$ cat config.mk
export PLATFORM = sky130hd
export DESIGN_NAME = pwm_pause_gen
export DESIGN_NICKNAME = d
export VERILOG_FILES = /design/src/rtl/pwm_pkg.sv /design/src/rtl/pwm_tick_gen.sv /design/src/rtl/pwm_phase_ctr.sv /design/src/rtl/pwm_out_gate.sv /design/src/rtl/pwm_pause_gen.sv
export SDC_FILE = /design/constraint.sdc
export NUM_CORES = 1
export LEC_CHECK = 0
export ABC_AREA = 1
export ABC_CLOCK_PERIOD_IN_PS = 2900
export BUFFER_PORTS_ARGS = -buffer_cell sky130_fd_sc_hd__buf_4
export CAP_MARGIN = 5
export CORE_MARGIN = 4
export CORE_UTILIZATION = 59
export DETAILED_ROUTE_END_ITERATION = 16
export PLACE_DENSITY = 0.81
export SKIP_CTS_REPAIR_TIMING = 1
export SLEW_MARGIN = 10
export SYNTH_ARGS = -nofsm -noshare
export SYNTH_HDL_FRONTEND = slang
export SYNTH_HIERARCHICAL = 1
export SYNTH_SLANG_ARGS = --single-unit
$ cat constraint.sdc
create_clock -name clk -period 2.9 [get_ports clk]
set_input_delay 0.29 -clock clk [delete_from_list [all_inputs] [get_ports clk]]
set_output_delay 0.29 -clock clk [all_outputs]
set_load 0.005 [all_outputs]
$ cat src/rtl/pwm_pkg.sv
package pwm_pkg;
  localparam int unsigned MIN_PHASE_TICKS = 2;

  typedef enum logic {
    PH_LOW  = 1'b0,
    PH_HIGH = 1'b1
  } phase_e;
endpackage

$ cat src/rtl/pwm_tick_gen.sv
module pwm_tick_gen #(
  parameter int unsigned SLOW_DIV = 200
) (
  input  logic clk,
  input  logic rst_n,
  input  logic clr,
  input  logic adv,
  input  logic slow_sel,
  output logic tick
);
  generate
    if (SLOW_DIV > 1) begin : g_div
      localparam int unsigned DIV_W = $clog2(SLOW_DIV);
      localparam logic [DIV_W-1:0] DIV_LAST = DIV_W'(SLOW_DIV - 1);
      logic [DIV_W-1:0] div_q;
      logic             wrap;

      assign wrap = (div_q == DIV_LAST);
      assign tick = adv && (!slow_sel || wrap);

      always_ff @(posedge clk or negedge rst_n) begin
        if (!rst_n)                 div_q <= '0;
        else if (clr)               div_q <= '0;
        else if (adv && slow_sel)   div_q <= wrap ? '0 : div_q + DIV_W'(1);
      end

      // divider stays inside its modulus
      assert_div_range_R3: assert property (@(posedge clk) disable iff (!rst_n)
        div_q <= DIV_LAST);

      // divider frozen while not advancing
      assert_div_hold_R6: assert property (@(posedge clk) disable iff (!rst_n)
        (!adv && !clr) |=> $stable(div_q));
    end else begin : g_nodiv
      assign tick = adv;
    end
  endgenerate
endmodule

$ cat src/rtl/pwm_phase_ctr.sv
module pwm_phase_ctr
  import pwm_pkg::*;
#(
  parameter int unsigned CNT_W = 24
) (
  input  logic             clk,
  input  logic             rst_n,
  input  logic             clr,
  input  logic             adv,
  input  logic             tick,
  input  logic [CNT_W-1:0] high_ticks,
  input  logic [CNT_W-1:0] low_ticks,
  output phase_e           phase
);
  localparam logic [CNT_W-1:0] MIN_LEN = CNT_W'(MIN_PHASE_TICKS);

  logic [CNT_W-1:0] elapsed_q;
  logic [CNT_W-1:0] len_q;
  logic [CNT_W-1:0] high_len;
  logic [CNT_W-1:0] low_len;
  logic             last_tick;
  phase_e           phase_q;

  assign high_len  = (high_ticks < MIN_LEN) ? MIN_LEN : high_ticks;
  assign low_len   = (low_ticks  < MIN_LEN) ? MIN_LEN : low_ticks;
  assign last_tick = (elapsed_q == len_q - CNT_W'(1));
  assign phase     = phase_q;

  always_ff @(posedge clk or negedge rst_n) begin
    if (!rst_n) begin
      phase_q   <= PH_HIGH;
      elapsed_q <= '0;
      len_q     <= MIN_LEN;
    end else if (clr) begin
      phase_q   <= PH_HIGH;
      elapsed_q <= '0;
      len_q     <= high_len;
    end else if (tick) begin
      if (last_tick) begin
        elapsed_q <= '0;
        if (phase_q == PH_HIGH) begin
          phase_q <= PH_LOW;
          len_q   <= low_len;
        end else begin
          phase_q <= PH_HIGH;
          len_q   <= high_len;
        end
      end else begin
        elapsed_q <= elapsed_q + CNT_W'(1);
      end
    end
  end

  // no phase is ever shorter than the floor
  assert_min_len_R8: assert property (@(posedge clk) disable iff (!rst_n)
    len_q >= MIN_LEN);

  // elapsed count never reaches the latched length
  assert_elapsed_bound_R2: assert property (@(posedge clk) disable iff (!rst_n)
    elapsed_q < len_q);

  // everything frozen while held
  assert_hold_paused_R6: assert property (@(posedge clk) disable iff (!rst_n)
    (!adv && !clr) |=> ($stable(elapsed_q) && $stable(phase_q) && $stable(len_q)));

  // latched length only moves at a boundary (or while rewound)
  assert_boundary_R7: assert property (@(posedge clk) disable iff (!rst_n)
    ((len_q != $past(len_q)) && !$past(clr)) |-> $past(tick && last_tick));

  // disable rewinds to the start of a high phase
  assert_rewind_R1: assert property (@(posedge clk) disable iff (!rst_n)
    clr |=> (elapsed_q == '0 && phase_q == PH_HIGH));
endmodule

$ cat src/rtl/pwm_out_gate.sv
module pwm_out_gate
  import pwm_pkg::*;
(
  input  logic   pass,
  input  phase_e phase,
  input  logic   rest_level,
  output logic   pwm_out
);
  always_comb begin
    if (pass) pwm_out = (phase == PH_HIGH);
    else      pwm_out = rest_level;
  end
endmodule

$ cat src/rtl/pwm_pause_gen.sv
module pwm_pause_gen
  import pwm_pkg::*;
#(
  parameter int unsigned CNT_W    = 24,
  parameter int unsigned SLOW_DIV = 200
) (
  input  logic             clk,
  input  logic             rst_n,
  input  logic             enable,
  input  logic [CNT_W-1:0] high_ticks,
  input  logic [CNT_W-1:0] low_ticks,
  input  logic             slow_tb,
  input  logic             pass_level,
  input  logic             rest_level,
  input  logic             hold_in,
  output logic             pwm_out,
  output logic             running
);
  logic   gate_open;
  logic   tick;
  phase_e phase;

  assign gate_open = (hold_in == pass_level);
  assign running   = enable && gate_open;

  pwm_tick_gen #(.SLOW_DIV(SLOW_DIV)) u_tick (
    .clk      (clk),
    .rst_n    (rst_n),
    .clr      (!enable),
    .adv      (running),
    .slow_sel (slow_tb),
    .tick     (tick)
  );

  pwm_phase_ctr #(.CNT_W(CNT_W)) u_phase (
    .clk        (clk),
    .rst_n      (rst_n),
    .clr        (!enable),
    .adv        (running),
    .tick       (tick),
    .high_ticks (high_ticks),
    .low_ticks  (low_ticks),
    .phase      (phase)
  );

  pwm_out_gate u_gate (
    .pass       (running),
    .phase      (phase),
    .rest_level (rest_level),
    .pwm_out    (pwm_out)
  );

  // a stopped generator shows the rest level on the pin
  assert_rest_when_stopped_R4: assert property (@(posedge clk) disable iff (!rst_n)
    !running |-> (pwm_out == rest_level));

  // ticks only arrive while running
  assert_tick_needs_run_R9: assert property (@(posedge clk) disable iff (!rst_n)
    tick |-> running);
endmodule

==> Yosys cells after proc, flatten, opt, wreduce, memory -nomap -nowiden <==
Index checks and enable logic that the tools add are counted.
{ "word_totals": {"ff_bits": 57, "inputBits": 55, "out_inout_bits": 2, "wordCells": 38} }
{ "op_classes": {"n_addsub": 3, "order_cmp": 2, "n_eq_ne": 6, "n_mux": 17, "reduce_logical": 6} }
{ "ops": {"columns": ["cell", "n"], "rows": [
  ["$mux W24", 9],
  ["$lt A24 B2 Y1 const B", 2],
  ["$add A24 B1 Y24 const B", 1],
  ["$eq A24 B24 Y1", 1],
  ["$mux W8", 3],
  ["$sub A24 B1 Y24 const B", 1],
  ["$add A8 B1 Y8 const B", 1],
  ["$eq A8 B8 Y1 const B", 1],
  ["$ne A2 B1 Y1 const B", 3],
  ["$mux W1", 5],
  ["$logic_and A1 B1 Y1", 3],
  ["$reduce_and A2 Y1", 1],
  ["$eq A1 B1 Y1", 1],
  ["$logic_not A1 Y1", 1],
  ["$logic_or A1 B1 Y1", 1]
]} }

==> Logic depth before layout (Yosys ltp) <==
{ "logic_depth": {"word_depth": 6, "depth_mapped": 18, "depth_no_buf": 17} }

==> Modules after synthesis <==
The synthesis kept the hierarchy.
{ "modules_own_cells": {"columns": ["module", "n_inst", "cells_per_inst", "area_each_um2", "seq_area_each_um2"], "rows": [
  ["pwm_phase_ctr", 1, 651, 4085.2, 1228.7],
  ["pwm_tick_gen", 1, 76, 518.0, 200.2],
  ["pwm_pause_gen", 1, 6, 22.5, 0.0],
  ["pwm_out_gate", 1, 4, 15.0, 0.0]
]} }

==> Least setup slack after synthesis <==
OpenSTA, ideal clock, no wires.
{ "synth_timing": {"path_kind": "register -> register", "start": "register u_tick.g_div.div_q[0]", "end": "register u_phase.elapsed_q[21]", "setup_time_ns": 0.078, "arrival_ns": 2.235, "required_ns": 2.822, "path_slack_ns": 0.588, "path_stages_with_launch": 13, "n_path_buf": 0, "synth_period_minus_slack_ns": 2.312, "path_cell_list": "dfrtp_1 -> ha_1 -> nand2_2 -> nor2_1 -> nand2_2 -> a21boi_0 -> nor2_1 -> nor3_1 -> nand4_1 -> nor2_1 -> nand3_1 -> xor2_1 -> a21oi_1"} }
{ "synth_between": {"elab_chain_len": 4} }
{ "synth_lines": {"columns": ["element", "line", "rtl"], "rows": [
  ["start, declared", "pwm_tick_gen.sv:15", "logic [DIV_W-1:0] div_q;"],
  ["start signal, assigned", "pwm_tick_gen.sv:24", "else if (adv && slow_sel) div_q <= wrap ? '0 : div_q + DIV_W'(1);"],
  ["$eq A8 B8 Y1", "pwm_tick_gen.sv:18", "assign wrap = (div_q == DIV_LAST);"],
  ["$logic_or A1 B1 Y1", "pwm_tick_gen.sv:19", "assign tick = adv && (!slow_sel || wrap);"],
  ["$logic_and A1 B1 Y1", "pwm_tick_gen.sv:19", null],
  ["named net tick", "pwm_pause_gen.sv:20", "logic tick;"],
  ["$ne A2 B1 Y1 (no line)", null, null],
  ["end signal, assigned", "pwm_phase_ctr.sv:49", "elapsed_q <= elapsed_q + CNT_W'(1);"],
  ["end, declared", "pwm_phase_ctr.sv:17", "logic [CNT_W-1:0] elapsed_q;"]
]} }
The timed path passes the listed nets, and every way through them passes these cells.
A chain may end at the register's enable or synchronous reset.

==> Final worst setup path <==
{ "layout_timing": {"start": "register u_phase.len_q[0]", "end": "register u_phase.len_q[16]"} }
{ "layout_between": {"elab_chain_len": 4} }
{ "layout_lines": {"columns": ["element", "line", "rtl"], "rows": [
  ["start, declared", "pwm_phase_ctr.sv:18", "logic [CNT_W-1:0] len_q;"],
  ["start signal, assigned", "pwm_phase_ctr.sv:37", "len_q <= high_len;"],
  ["start signal, assigned", "pwm_phase_ctr.sv:43", "len_q <= low_len;"],
  ["start signal, assigned", "pwm_phase_ctr.sv:46", "len_q <= high_len;"],
  ["$sub A24 B1 Y24", "pwm_phase_ctr.sv:26", "assign last_tick = (elapsed_q == len_q - CNT_W'(1));"],
  ["$eq A24 B24 Y1", "pwm_phase_ctr.sv:26", null],
  ["$ne A2 B1 Y1 (no line)", null, null],
  ["$reduce_and A2 Y1 (no line)", null, null]
]} }
Every way passes these cells.

==> flow_summary.ini <==
[status]
run_status = complete, but fails checks
violations = hold timing

[setup_path]
critPathMostFrequentCell = nand2_1
critPathSlowestCell = dfrtp_1
setup.worst_path.start_class = flop
cpLargestDelayFamily = simple AND/OR/NAND/NOR gates
worstSetupEndpointType = flop
cp_cell_sequence = inv_2 > ha_1 > nand3_2 > nor2_4 > nand3_1 > nand2_1 > nand2_1 > nor2_1 > nand2_1 > nor2_1 > nand2_1 > nand2_2 > nand2_2 > nand2_1 > nand2_1
path_buf_inv = 1
worstSetupPathType = flop to flop
worst_path_largest_cell_delay_ns = 0.41
crit_fanout = 25
crit_arrival_ns = 2.85
required_ns = 3.12

[global_route]
grt_pass1_wl_mm = 20.93
grt_use_total_pct = 26.76
grt_pass1_vias = 4763
grt-ovfl-total = 0
grt_max_degree = 58
grt_antenna_before_repair = 0

[timing]
fin_hold_ws_ns = -0.01206
slew-limit-headroom_pct = 53.76
hold_viol_final = 9
period_needed_ns = 2.634
period_share_pct = 90.84
rsz0062_at_grt = false
fmax_ghz = 0.3796
tightest_slew_ns = 0.6936
skew_ns = 0.009965
setup_violations = 0
fin_setup_tns_ns = 0
setup_ws_ns = 0.2655
drv_slew = 0

[logic_synthesis]
yosysTopAreaCell = dfrtp_1
ys_types = 36
ys_top_cells_by_area = dfrtp_1, nand2_1, nor2_1, nand3_1, inv_1
syn_area_um2 = 4641
yosysWarnings = 6
yosysMostFrequentCell = nand2_1
ys_seq_area_share_pct = 30.79
ys_ff_latch = 57
syn-num-nets = 795
async_flop_share_pct = 100.0
synth_top_area_share_pct = 29.66
syn_area_per_cell_um2 = 6.297
synth_flop_cell = dfrtp_1
ys_top_cells_by_count = nand2_1, nor2_1, inv_1, nand3_1, dfrtp_1
netlist_instances = 737
synth_edf_count = 0

[route]
drcViolationCount = 0
wl_met2_mm = 5.448
drt-wirelength-per-cell_um = 13.50
post_drt_via_cell_ratio = 5.346
routed.top_layer = met4
vias = 4822
drtPass1Iterations = 5
wl_mm = 12.18
initialDrtViolationCount = 327
final_antenna_net_count = 0
route.met3.wl_um = 754
drt-met1-wl_mm = 5.487

[place]
place_ws_ns = 0.2891
hpwl_mm = 9.913
gp_congestion = 0.9573
place.port_buffers = 56

[floorplan]
fp-row-count = 32
die_h_um = 96.69
dieArea_um2 = 9349
initial_utilization_pct = 60.37
die_w_um = 96.69
io-pin-count = 57
core-area_um2 = 7687

[run]
max-cap-violations = 0

[clock_network]
h-tree-depth = 3
clk_path_buf_depth = 2
cts_root_buf = clkbuf_8
cts.clk_slew.worst_paths_ns = 0.07
cts_num_sinks = 57
cts_made_buffers = 9
clkLatencyLatePin_ns = 0.34
cts_tree = yes

[finish]
antenna_cells = 0
drive_gt1_share_pct = 15.50
fin_nets = 853
fillers = 675
area_growth_pct = 15.15

[hold_path]
hold_class = primary input to async pin

[power]
p_leak_nw = 2.799
power_density_nw_per_um2 = 460.4
irDropWorstVdd_mv = 0.3397
[metal layers]
metal | vias up | global-route usage [%]
met5 | - | 0
met4 | 0 | 13.71
met3 | 40 | 2.523
met2 | 198 | 43.42
met1 | 2135 | 35.59
li1 | 2449 | -
[cell families (layout without fill, tap and decap cells)]
logic type      Yosys count  after routing  synth area share, %
flops                    57             57                30.79
xor+xnor                 34             34                6.417
simple gates            471            471                45.03
fa+ha+maj                 3              3               0.8089
compound gates           63             63                7.306
buf+inv                 109            172                9.652
[final timing paths]
kind	start	cells after the start	end	slack, ns
worst max register to register	u_phase/len_q[0]	15	u_phase/len_q[16]	0.27
worst min register to register	u_phase/phase	2	u_phase/phase	0.49
worst min-delay path	rst_n	1	u_phase/elapsed_q[17]	-0.01
min in group clk	low_ticks[6]	5	u_phase/len_q[6]	0.29
max in group asynchronous	rst_n	1	u_phase/len_q[5]	2.43
worst max-delay path	u_phase/len_q[0]	15	u_phase/len_q[16]	0.27
[layout by cell type, fill, tap and decap left out, types with 5 or more instances in the layout]
| master | netlist | routed |
|---|---|---|
| a21oi_1 | 24 | 24 |
| buf_4 | 1 | 64 |
| clkbuf_8 | 0 | 10 |
| dfrtp_1 | 55 | 55 |
| inv_1 | 81 | 81 |
| inv_2 | 9 | 9 |
| nand2_1 | 253 | 253 |
| nand2_2 | 10 | 10 |
| nand3_1 | 61 | 61 |
| nand3b_1 | 9 | 9 |
| nand4_1 | 20 | 20 |
| nor2_1 | 83 | 82 |
| nor2_2 | 7 | 8 |
| nor2_4 | 6 | 6 |
| nor3_1 | 7 | 7 |
| nor4_1 | 7 | 7 |
| o21ai_0 | 25 | 25 |
| o21ai_1 | 5 | 5 |
| xnor2_1 | 10 | 10 |
| xor2_1 | 24 | 24 |
[power by group]
part | switching [mW] | total (mW) | internal (mW) | leakage, nW
clock | 0.314 | 0.727 | 0.413 | 0.102
combinational | 0.487 | 0.764 | 0.277 | 1.94
sequential | 0.108 | 0.969 | 0.861 | 0.754
total | 0.909 | 2.46 | 1.55 | 2.80
[stage by stage]
step	total power, mW	utilization [%]	std cells	instance area, um^2
finish	2.460	69.52	902	5344
global placement	1.707	66.94	886	5146
floorplan	1.489	-	737	4641
global route	2.616	69.52	902	5344
detailed placement	1.731	66.94	886	5146
CTS	2.462	69.48	902	5341
[area by class of cell]
cell class	instances	area (um^2)	share of cell area [%]
clock inverters	6	57.56	1.077
repair buffers	64	480.5	8.991
multi-input cells	571	2766	51.77
clock buffers	10	137.6	2.576
inverters	92	345.3	6.462
well taps	102	127.6	2.388
flip-flops and latches	57	1429	26.74
[flip-flops by register name (all words and copies together) (netlist names)]
register	count
u_phase/phase	1
u_tick/g_div.div_q	8
u_phase/elapsed_q	24
u_phase/len_q	24
No activity file was read; power rests on OpenSTA's default activity.
